**src/rtl/bp_pkg.sv**
```systemverilog
package bp_pkg;

  typedef logic [1:0] ctr_t;

  localparam ctr_t CTR_SNT = 2'b00;
  localparam ctr_t CTR_WNT = 2'b01;
  localparam ctr_t CTR_WT  = 2'b10;
  localparam ctr_t CTR_ST  = 2'b11;

  // one saturating step toward the resolved outcome
  function automatic ctr_t ctr_step(input ctr_t cur, input logic taken);
    ctr_t nxt;
    if (taken) nxt = (cur == CTR_ST)  ? CTR_ST  : cur + 2'd1;
    else       nxt = (cur == CTR_SNT) ? CTR_SNT : cur - 2'd1;
    return nxt;
  endfunction

  // trained direction read from a counter
  function automatic logic ctr_dir(input ctr_t cur);
    return cur[1];
  endfunction

endpackage

```
**src/rtl/bp_dir_table.sv**
```systemverilog
module bp_dir_table
  import bp_pkg::*;
#(
  parameter int IDX_W = 6
) (
  input  logic             clk,
  input  logic             rst,
  input  logic [IDX_W-1:0] rd_idx,
  output logic             rd_vld,
  output ctr_t             rd_ctr,
  input  logic             wr_en,
  input  logic [IDX_W-1:0] wr_idx,
  input  logic             wr_taken
);

  localparam int ENTRIES = 1 << IDX_W;

  ctr_t             ctr_q [ENTRIES];
  logic [ENTRIES-1:0] vld_q;

  // counter the update starts from: untrained entries count as weak not-taken
  ctr_t wr_cur;
  assign wr_cur = vld_q[wr_idx] ? ctr_q[wr_idx] : CTR_WNT;

  always_ff @(posedge clk) begin
    if (rst) begin
      vld_q <= '0;
      for (int i = 0; i < ENTRIES; i++) ctr_q[i] <= CTR_WNT;
    end else if (wr_en) begin
      ctr_q[wr_idx] <= ctr_step(wr_cur, wr_taken);
      vld_q[wr_idx] <= 1'b1;
    end
  end

  assign rd_vld = vld_q[rd_idx];
  assign rd_ctr = ctr_q[rd_idx];

  // ---- assertion support: remember last written index ----
  logic [IDX_W-1:0] chk_idx;
  always_ff @(posedge clk) chk_idx <= wr_idx;

  a_r5_sat_high: assert property (@(posedge clk) disable iff (rst)
    (wr_en && wr_taken && wr_cur == CTR_ST) |=> (ctr_q[chk_idx] == CTR_ST));

  a_r5_sat_low: assert property (@(posedge clk) disable iff (rst)
    (wr_en && !wr_taken && wr_cur == CTR_SNT) |=> (ctr_q[chk_idx] == CTR_SNT));

  a_r5_trained_after_update: assert property (@(posedge clk) disable iff (rst)
    wr_en |=> vld_q[chk_idx]);

  a_r6_one_miss_keeps_taken: assert property (@(posedge clk) disable iff (rst)
    (wr_en && !wr_taken && wr_cur == CTR_ST) |=> ctr_dir(ctr_q[chk_idx]));

  a_r6_one_miss_keeps_not_taken: assert property (@(posedge clk) disable iff (rst)
    (wr_en && wr_taken && wr_cur == CTR_SNT) |=> !ctr_dir(ctr_q[chk_idx]));

endmodule

```
**src/rtl/bp_target_buf.sv**
```systemverilog
module bp_target_buf #(
  parameter int PC_W  = 16,
  parameter int IDX_W = 4
) (
  input  logic            clk,
  input  logic            rst,
  input  logic [PC_W-1:0] rd_pc,
  output logic            rd_hit,
  output logic [PC_W-1:0] rd_tgt,
  input  logic            wr_en,
  input  logic [PC_W-1:0] wr_pc,
  input  logic [PC_W-1:0] wr_tgt
);

  localparam int ENTRIES = 1 << IDX_W;
  localparam int TAG_W   = PC_W - IDX_W;

  logic [TAG_W-1:0]   tag_q [ENTRIES];
  logic [PC_W-1:0]    tgt_q [ENTRIES];
  logic [ENTRIES-1:0] vld_q;

  logic [IDX_W-1:0] rd_idx, wr_idx;
  logic [TAG_W-1:0] rd_tag, wr_tag;

  assign rd_idx = rd_pc[IDX_W-1:0];
  assign rd_tag = rd_pc[PC_W-1:IDX_W];
  assign wr_idx = wr_pc[IDX_W-1:0];
  assign wr_tag = wr_pc[PC_W-1:IDX_W];

  always_ff @(posedge clk) begin
    if (rst) begin
      vld_q <= '0;
      for (int i = 0; i < ENTRIES; i++) begin
        tag_q[i] <= '0;
        tgt_q[i] <= '0;
      end
    end else if (wr_en) begin
      vld_q[wr_idx] <= 1'b1;
      tag_q[wr_idx] <= wr_tag;
      tgt_q[wr_idx] <= wr_tgt;
    end
  end

  assign rd_hit = vld_q[rd_idx] && (tag_q[rd_idx] == rd_tag);
  assign rd_tgt = tgt_q[rd_idx];

  // ---- assertion support ----
  logic [IDX_W-1:0] chk_idx;
  logic [TAG_W-1:0] chk_tag;
  logic [PC_W-1:0]  chk_tgt;
  always_ff @(posedge clk) begin
    chk_idx <= wr_idx;
    chk_tag <= wr_tag;
    chk_tgt <= wr_tgt;
  end

  a_r7_write_lands: assert property (@(posedge clk) disable iff (rst)
    wr_en |=> (vld_q[chk_idx] && tag_q[chk_idx] == chk_tag && tgt_q[chk_idx] == chk_tgt));

  a_r7_idle_keeps_entry: assert property (@(posedge clk) disable iff (rst)
    !wr_en |=> $stable(vld_q));

endmodule

```
**src/rtl/bp_static_rule.sv**
```systemverilog
module bp_static_rule #(
  parameter int PC_W = 16
) (
  input  logic [PC_W-1:0] br_pc,
  input  logic [PC_W-1:0] br_tgt,
  input  logic            br_tgt_vld,
  output logic            st_taken
);

  // backward (or self) jumps look like loops and are guessed taken
  function automatic logic is_backward(input logic [PC_W-1:0] pc,
                                       input logic [PC_W-1:0] tgt);
    return tgt <= pc;
  endfunction

  assign st_taken = br_tgt_vld && is_backward(br_pc, br_tgt);

endmodule

```
**src/rtl/bp_hybrid.sv**
```systemverilog
module bp_hybrid
  import bp_pkg::*;
#(
  parameter int PC_W     = 16,
  parameter int DISP_W   = 10,
  parameter int DIR_K    = 6,
  parameter int TB_IDX_W = 4
) (
  input  logic              clk,
  input  logic              rst,
  input  logic [PC_W-1:0]   lk_pc,
  input  logic              lk_disp_vld,
  input  logic [DISP_W-1:0] lk_disp,
  output logic              pred_taken,
  output logic              pred_tgt_vld,
  output logic [PC_W-1:0]   pred_tgt,
  input  logic              upd_en,
  input  logic [PC_W-1:0]   upd_pc,
  input  logic              upd_taken,
  input  logic [PC_W-1:0]   upd_tgt
);

  localparam int EXT_W = PC_W - DISP_W;

  // pc-relative target with sign extension, wrapping at PC_W bits
  function automatic logic [PC_W-1:0] disp_target(input logic [PC_W-1:0]   pc,
                                                   input logic [DISP_W-1:0] d);
    logic [PC_W-1:0] ext;
    ext = {{EXT_W{d[DISP_W-1]}}, d};
    return pc + ext;
  endfunction

  // ---- direction table ----
  logic dt_vld;
  ctr_t dt_ctr;

  bp_dir_table #(.IDX_W(DIR_K)) u_dir (
    .clk      (clk),
    .rst      (rst),
    .rd_idx   (lk_pc[DIR_K-1:0]),
    .rd_vld   (dt_vld),
    .rd_ctr   (dt_ctr),
    .wr_en    (upd_en),
    .wr_idx   (upd_pc[DIR_K-1:0]),
    .wr_taken (upd_taken)
  );

  // ---- target buffer: only taken outcomes are recorded ----
  logic            tb_hit;
  logic [PC_W-1:0] tb_tgt;
  logic            tb_we;

  assign tb_we = upd_en && upd_taken;

  bp_target_buf #(.PC_W(PC_W), .IDX_W(TB_IDX_W)) u_tbuf (
    .clk    (clk),
    .rst    (rst),
    .rd_pc  (lk_pc),
    .rd_hit (tb_hit),
    .rd_tgt (tb_tgt),
    .wr_en  (tb_we),
    .wr_pc  (upd_pc),
    .wr_tgt (upd_tgt)
  );

  // ---- target selection ----
  logic [PC_W-1:0] rel_tgt;
  logic            sel_vld;
  logic [PC_W-1:0] sel_tgt;

  assign rel_tgt = disp_target(lk_pc, lk_disp);
  assign sel_vld = tb_hit || lk_disp_vld;
  assign sel_tgt = tb_hit ? tb_tgt : rel_tgt;

  // ---- static fallback ----
  logic st_taken;

  bp_static_rule #(.PC_W(PC_W)) u_static (
    .br_pc      (lk_pc),
    .br_tgt     (sel_tgt),
    .br_tgt_vld (sel_vld),
    .st_taken   (st_taken)
  );

  // ---- final direction ----
  logic dir_taken;
  assign dir_taken = dt_vld ? ctr_dir(dt_ctr) : st_taken;

  assign pred_taken   = dir_taken && sel_vld;
  assign pred_tgt_vld = sel_vld;
  assign pred_tgt     = sel_vld ? sel_tgt : '0;

  // ---- assertions ----
  a_r9_taken_has_target: assert property (@(posedge clk) disable iff (rst)
    pred_taken |-> pred_tgt_vld);

  a_r3_static_forward_not_taken: assert property (@(posedge clk) disable iff (rst)
    (!dt_vld && pred_tgt_vld && (pred_tgt > lk_pc)) |-> !pred_taken);

  a_r2_static_backward_taken: assert property (@(posedge clk) disable iff (rst)
    (!dt_vld && pred_tgt_vld && (pred_tgt <= lk_pc)) |-> pred_taken);

  a_r1_buffer_empty_after_reset: assert property (@(posedge clk) disable iff (rst)
    $fell(rst) |-> !tb_hit);

  a_r8_hit_gives_target: assert property (@(posedge clk) disable iff (rst)
    tb_hit |-> pred_tgt_vld);

endmodule

```
**config.mk**
```make
export PLATFORM = sky130hd
export DESIGN_NAME = bp_hybrid
export DESIGN_NICKNAME = d
export VERILOG_FILES = /design/src/rtl/bp_pkg.sv /design/src/rtl/bp_dir_table.sv /design/src/rtl/bp_target_buf.sv /design/src/rtl/bp_static_rule.sv /design/src/rtl/bp_hybrid.sv
export SDC_FILE = /design/constraint.sdc
export NUM_CORES = 1
export LEC_CHECK = 0
export BUFFER_PORTS_ARGS = -buffer_cell sky130_fd_sc_hd__buf_2
export CORE_MARGIN = 4
export CORE_UTILIZATION = 62
export DETAILED_ROUTE_END_ITERATION = 10
export PLACE_DENSITY = 0.79
export SYNTH_ARGS = -nofsm -noshare
export SYNTH_HDL_FRONTEND = slang
export SYNTH_SLANG_ARGS = --single-unit
```
**constraint.sdc**
```tcl
create_clock -name clk -period 9.7 [get_ports clk]
set_clock_uncertainty 0.15 [all_clocks]
set_input_delay 0.485 -clock clk [delete_from_list [all_inputs] [get_ports clk]]
set_output_delay 0.485 -clock clk [all_outputs]
set_load 0.1 [all_outputs]
```
---- Yosys cells after proc, flatten, opt, wreduce, memory -nomap -nowiden ----
Memories as Yosys holds them, arrays and structs flattened.
Cells that the tools add are included.
operators by class
  shifts and indexed selects .............. 0
  bitwise gates (word level) .............. 2
  eq/ne operators ......................... 2
  reductions and logical operators ........ 11
  muxes and demuxes ....................... 36
  magnitude comparators ................... 7
  $mul .................................... 0
  add/subtract/negate cells ............... 3
  div/mod/pow operators ................... 0
operators with widths
  kind                                                               number
  OR 64 bit                                                          1
  two-way mux 16 bit                                                 3
  two-way mux 1 bit                                                  17
  adder 16 bit                                                       1
  less-or-equal comparator 16 bit                                    1
  OR 16 bit                                                          1
  OR reduction 16 bit                                                1
  less-than comparator 6 x 7 -> 1 bit, second input constant         2
  two-way mux 2 bit                                                  7
  binary-select mux 1 bit (select 6 bit)                             2
  == test 12 bit                                                     1
  two-way mux 12 bit                                                 1
  OR reduction 12 bit                                                1
  less-than comparator 4 x 5 -> 1 bit, second input constant         2
  two-way mux 4 bit                                                  2
  demux 1 bit (select 6 bit)                                         1
  greater-or-equal comparator 6 x 1 -> 1 bit, second input constant  1
  logical AND 1 bit                                                  6
  two-way mux 6 bit                                                  1
  binary-select mux 1 bit (select 4 bit)                             1
  demux 1 bit (select 4 bit)                                         1
  greater-or-equal comparator 4 x 1 -> 1 bit, second input constant  1
  adder 2 x 1 -> 2 bit, second input constant                        1
  == test 2 bit, second input constant                               1
  4 further kinds                                                    4
word-level totals
  memories ................................ 3
  bits in latches ......................... 0
  RAM bits ................................ 576
  bits in registers ....................... 80
  ROM bits ................................ 0
  logic and storage cells ................. 66
  output and inout bits ................... 18
memories
  memory        depth  width  rd ports  clocked after memory_dff  write ports  line                 source
  u_tbuf.tgt_q  16     16     1         0                         16           bp_target_buf.sv:19  logic [PC_W-1:0] tgt_q [ENTRIES];
  u_tbuf.tag_q  16     12     1         0                         16           bp_target_buf.sv:18  logic [TAG_W-1:0] tag_q [ENTRIES];
  u_dir.ctr_q   64     2      2         0                         64           bp_dir_table.sv:18   ctr_t ctr_q [ENTRIES];

---- Longest topological paths before layout ----
  depth after elaboration ................. 9
  depth in mapped cells ................... 22
  mapped depth without buffers ............ 17

---- By module ----
From an unflattened synthesis, not the netlist that was laid out.
unflattened totals
  cell total of the unflattened synthesis .. 2473
  area, all modules ....................... 33828.7 µm²
by module, submodules not included
  module          sequential area each (µm²)  cells each  area an instance (µm²)  instances
  bp_target_buf   13773.2                     1314        21141.5                 1
  bp_dir_table    5124.9                      918         11060.6                 1
  bp_hybrid       0.0                         184         1201.2                  1
  bp_static_rule  0.0                         57          425.4                   1

---- Worst setup path before layout ----
Ideal clock, no wire load.
  kind .................................... input to output
  start ................................... input port lk_pc[1]
  end ..................................... output port pred_taken
  arrival ................................. 6.241 ns
  path slack .............................. 2.824 ns
  data required time ...................... 9.065 ns
  stages .................................. 20
  buffers on the path ..................... 5
  path through ............................ buf_6 buf_12 buf_12 buf_4 clkinv_1 clkbuf_1 fa_1 nor2b_1 o31a_1 o2111ai_1 a21oi_1 o311a_1 a311oi_1 o21ai_1 ha_1 a21o_1 a21oi_1 o21ai_0 a2bb2oi_1 a221oi_1
between the ends
  word-level cells in the longest chain between the ends .. 8
  elaborated cells on any way between the ends .. 16
  those cells by class .................... add/sub (1); order compare (1); eq/ne (1); mux (6); reduce/logical (4); memory (3)
ends and longest elaborated chain
  what                                                                            line                  source
  start, declared                                                                 bp_hybrid.sv:11       input logic [PC_W-1:0] lk_pc,
  memory (16 x 12 bit) or binary-select mux 1 bit (select 4 bit) (tied branches)  n/a
  == test 12 bit or two-way mux 1 bit (tied branches)                             bp_target_buf.sv:44   assign rd_hit = vld_q[rd_idx] && (tag_q[rd_idx] == rd_tag);
  logical AND 1 bit                                                               bp_target_buf.sv:44
  two-way mux 16 bit                                                              bp_hybrid.sv:73       assign sel_tgt = tb_hit ? tb_tgt : rel_tgt;
  less-or-equal comparator 16 bit                                                 bp_static_rule.sv:13  return tgt <= pc;
  logical AND 1 bit                                                               bp_static_rule.sv:16  assign st_taken = br_tgt_vld && is_backward(br_pc, br_tgt);
  two-way mux 1 bit                                                               bp_hybrid.sv:87       assign dir_taken = dt_vld ? ctr_dir(dt_ctr) : st_taken;
  logical AND 1 bit (*)                                                           bp_hybrid.sv:89       assign pred_taken = dir_taken && sel_vld;
  end, declared                                                                   bp_hybrid.sv:14       output logic pred_taken,
Every way passes the cells marked *; elsewhere a longest branch is shown, timed or not. The select of a mux whose other input is x is not followed.

---- Worst setup path in the final report ----
Ends and elaborated chain as after synthesis.

==> run summary <==
The floorplan has 83 rows. The count of maximum capacitance violations was 0. The number of failing hold endpoints at the final stage was 0. Worst path arrival time: 6.57 ns. Startpoint kind of the worst setup timing path: an input port.

The die is 237 um wide. Of the available clock period, the critical path in the final layout requires 74.3%. The wire length per cell after detailed routing is 27.4 um, and the net count after synthesis is 2489. The number of input and output port buffers inserted works out to 80. Of the cells placed in the final design, the portion with a size suffix greater than 1 is 20.1%.

Using the TritonRoute via totals, the vias-per-cell ratio works out to 6.62. Sequential elements use 58.2% of the synthesized area. On the final layout, the worst hold slack is 0.167 ns. Number of nets at the end of the flow: 2492.

For the core box area, the log shows 51600 um^2. Each instance of the synthesized netlist takes up on average 13.6 um^2. The areal power density over the cells is 183 nW/um^2. Synthesis produced 2394 cells.

The run gives 20700 as the total via count after detailed routing. Across all register-to-register paths, the minimum setup slack is 6.41 ns. In this run the critical register-to-register path is launched from u_dir.ctr_q[63][0]$_SDFFCE_PN1P_. The violation count after the first detailed-route iteration is 2739.

The Yosys step of the flow raised 0 warnings. The critical path in this run is classified as input port to primary output. The number of stages on the worst hold path was 2; the maximum level of the CTS H-tree was 3. In this run the tightest slew margin relative to its limit is 23.8%. The tools report the number of post-CTS setup repair buffers as 0.

In this run, distinct cell masters in the synthesized netlist total 76. The dominant register cell in the synthesized netlist was sky130_fd_sc_hd__edfxtp_1. The count of cells along the worst register-to-register path works out to 8. Global routing consumed, over all layers together, 30.6% of the routing resources.

At the later pin of the worst-skew pair, clock insertion delay measures 0.61 ns. The number of antenna violations at the first check in global routing is 6, and the total count of max-transition violations in the final report is 0. The critical path starts at lk_pc[1].

The wire length of the first global-routing pass was 128000 um; the initial standard-cell utilization of the core was 62.9%. After clock tree synthesis, the clock-pin slew on the worst setup and hold paths is 0.06 ns. The final critical-path required period is 7.21 ns, and the total power consumption of the routed design is 0.00652 W. No sink is reached through more buffers than the 3 on the longest clock path. The die height came out at 237 um. Setup repair after global routing left no endpoint under its margin. Synthesis inferred 656 register bits.

Summed over all layers, the routed wires come to 85800 um. The launch instance of the worst min-delay path was upd_tgt[7]. The run finished with clean final reports. The run gives 656 as the CTS sink count. The pin count of the biggest net entering global routing is 77, and the critical path required time is 9.07 ns. Once the clock tree was built, the resizer swapped 0 gates to a different size.

Once layout is complete, the utilization of the core stands at 68.9%. The die covers 56100 um^2. The tools report the top achievable clock speed as 0.139 GHz. The sum of overflow across all layers after global routing is 0, and the number of global-route vias before repair is 21000. The congestion estimate from routability-driven global placement came to 0.929. The worst-case IR drop observed on VDD is 0.174 mV. The I/O pin total was 81; the number of buffers added to fix hold violations after cts was 0. In this run, synthesis inferred 576 flip-flops with an integrated enable. The endpoint kind of the worst setup timing path is a primary output. In this run the worst hold path is classified as input port to register. Post-synthesis instance area: 32500 um^2. The slew of the pin with the lowest slew margin came out at 1.14 ns. In the routed design, unresolved DRC markers number 0.

Of all nets on the critical path, the largest fanout is 64. In this run, CTS created clock tree buffers numbering 68. Relative to the synthesized area, the layout overhead comes to 9.49%. In this run the clock root is driven by a sky130_fd_sc_hd__clkbuf_16.

The aggregate negative setup slack is 0 ns. TritonCTS built the clock tree. For this run, asynchronously set or reset flops after synthesis account for 0%. Once detailed placement completed, the half-perimeter wirelength came to 50700 um. The detailed-router iteration count before antenna repair came out at 5. The logs give 0 for the number of nets with antenna violations after routing and 0 for the count of endpoints failing setup in the final report. The leakage power of the design came out at 12.7 nW.
-- cell usage after synthesis (all sizes together), types with 3 or more instances --
| cell type | n | area share [%] |
|---|---|---|
| o21a | 4 | 0.092 |
| and2 | 452 | 8.7 |
| nor3b | 5 | 0.12 |
| nor2 | 102 | 1.2 |
| nand4 | 11 | 0.21 |
| buf | 65 | 1.5 |
| ha | 31 | 1.2 |
| mux4 | 219 | 15 |
| o2111ai | 5 | 0.15 |
| inv | 90 | 1.0 |
| edfxtp | 576 | 53 |
| a21oi | 25 | 0.39 |
| or3 | 4 | 0.077 |
| nor3 | 10 | 0.19 |
| nor2b | 9 | 0.17 |
| nand2 | 204 | 2.4 |
| nor4 | 7 | 0.20 |
| o311ai | 7 | 0.21 |
| clkbuf | 137 | 1.6 |
| a211oi | 3 | 0.069 |
| and3 | 9 | 0.17 |
| a21o | 24 | 0.55 |
| o21ai | 106 | 1.6 |
| xor2 | 5 | 0.13 |
| o31ai | 6 | 0.18 |
| or4 | 3 | 0.069 |
| a22o | 4 | 0.11 |
| mux2i | 30 | 0.92 |
| o21bai | 3 | 0.069 |
| or2 | 7 | 0.13 |
| a31oi | 7 | 0.13 |
| mux2 | 3 | 0.10 |
| o211ai | 3 | 0.069 |
| nand2b | 7 | 0.13 |
| xnor2 | 18 | 0.49 |
| dfxtp | 80 | 4.9 |
| a21bo | 3 | 0.092 |
| nand3 | 76 | 1.2 |
| a22oi | 6 | 0.14 |
-- per-layer routing --
metal / vias up / routed length [um] / share of wire [%] / global-route usage (%)
li1: 8784 / - / - / -
met1: 10300 / 31300 / 37 / 41.4
met2: 1334 / 41700 / 49 / 49.4
met3: 249 / 9360 / 11 / 6.92
met4: 4 / 3360 / 3.9 / 11.2
met5: - / 27 / 0.031 / 0
-- report_power, final --
group	leakage [nW]	internal, W	switching, W
Clock	1.07	0.00150	0.00111
Combinational	5.48	0.000241	0.000445
Sequential	6.11	0.00319	0.0000391
-- state kept, by name (all words and copies together), names as in the netlist --
register	count
u_tbuf.vld_q	16
u_tbuf.tag_q	192
u_dir.vld_q	64
u_tbuf.tgt_q	256
u_dir.ctr_q	128
-- placed cells by master, fill, tap and decap left out, drive strengths merged, types with 10 or more instances in the layout --
cell and n:
inv 94, xnor2 18, nor3 10, o21ai 106, clkinv 24, buf 135
nand4 11, mux2i 30, nand2 204, edfxtp 576, mux4 219, dfxtp 80
a21o 24, clkbuf 85, and2 452, ha 31, nand3 76, a21oi 25
nor2 102
-- metrics by stage --
step,setup WS [ns],cell area [um^2],instances
after floorplan,2.82,32500,2394
after global placement,2.81,33400,3007
after detailed placement,2.66,33400,3007
after CTS,2.65,35500,3125
after global routing,2.26,35500,3125
final,2.49,35600,3128
-- logic make-up (layout without fill, tap and decap cells) --
logic type / count (synthesis) / in the layout / synth area share [%]
other: 0 / 3 / 0
AOI/OAI and AO/OA: 222 / 222 / 4.31
buffers and inverters: 294 / 345 / 4.11
adders and majority gates: 34 / 34 / 1.32
xor gates and xnor gates: 23 / 23 / 0.620
and+or+nand+nor: 913 / 913 / 15.2
muxes: 252 / 252 / 16.3
DFF: 656 / 656 / 58.2
-- worst max-delay path, cell delays in order --
cell,delay [ns]
sky130_fd_sc_hd__buf_6,0.58
sky130_fd_sc_hd__buf_4,0.62
sky130_fd_sc_hd__mux4_2,0.57
sky130_fd_sc_hd__mux2i_1,0.32
sky130_fd_sc_hd__o221ai_1,0.16
sky130_fd_sc_hd__and4bb_1,0.36
sky130_fd_sc_hd__o2111ai_2,0.52
sky130_fd_sc_hd__or4_1,0.70
sky130_fd_sc_hd__o21ai_0,0.12
sky130_fd_sc_hd__ha_1,0.28
sky130_fd_sc_hd__a21oi_1,0.16
sky130_fd_sc_hd__o22ai_1,0.09
sky130_fd_sc_hd__o21a_1,0.16
sky130_fd_sc_hd__o21ai_0,0.15
sky130_fd_sc_hd__a211oi_1,0.09
sky130_fd_sc_hd__a2bb2oi_1,0.13
sky130_fd_sc_hd__a221oi_1,0.46
sky130_fd_sc_hd__buf_2,0.52
-- layout make-up --
cell class | instances | area, um^2
diodes | 3 | 7.51
clock buffers | 85 | 1820
clock inverters | 33 | 375
fillers | 3470 | 16100
inverters | 92 | 347
multi-input cells | 1444 | 12400
flip-flops and latches | 656 | 18900
well taps | 680 | 851
repair buffers | 135 | 835
-- worst paths after layout --
path	end
setup / recovery	pred_taken
hold / removal	u_tbuf.tgt_q[3][7]$_SDFFCE_PN0P_
setup reg to reg	u_dir.ctr_q[59][1]$_SDFFCE_PN0P_
hold reg to reg	u_tbuf.vld_q[3]$_SDFFE_PP0P_
Power figures use the tool's default switching activity.
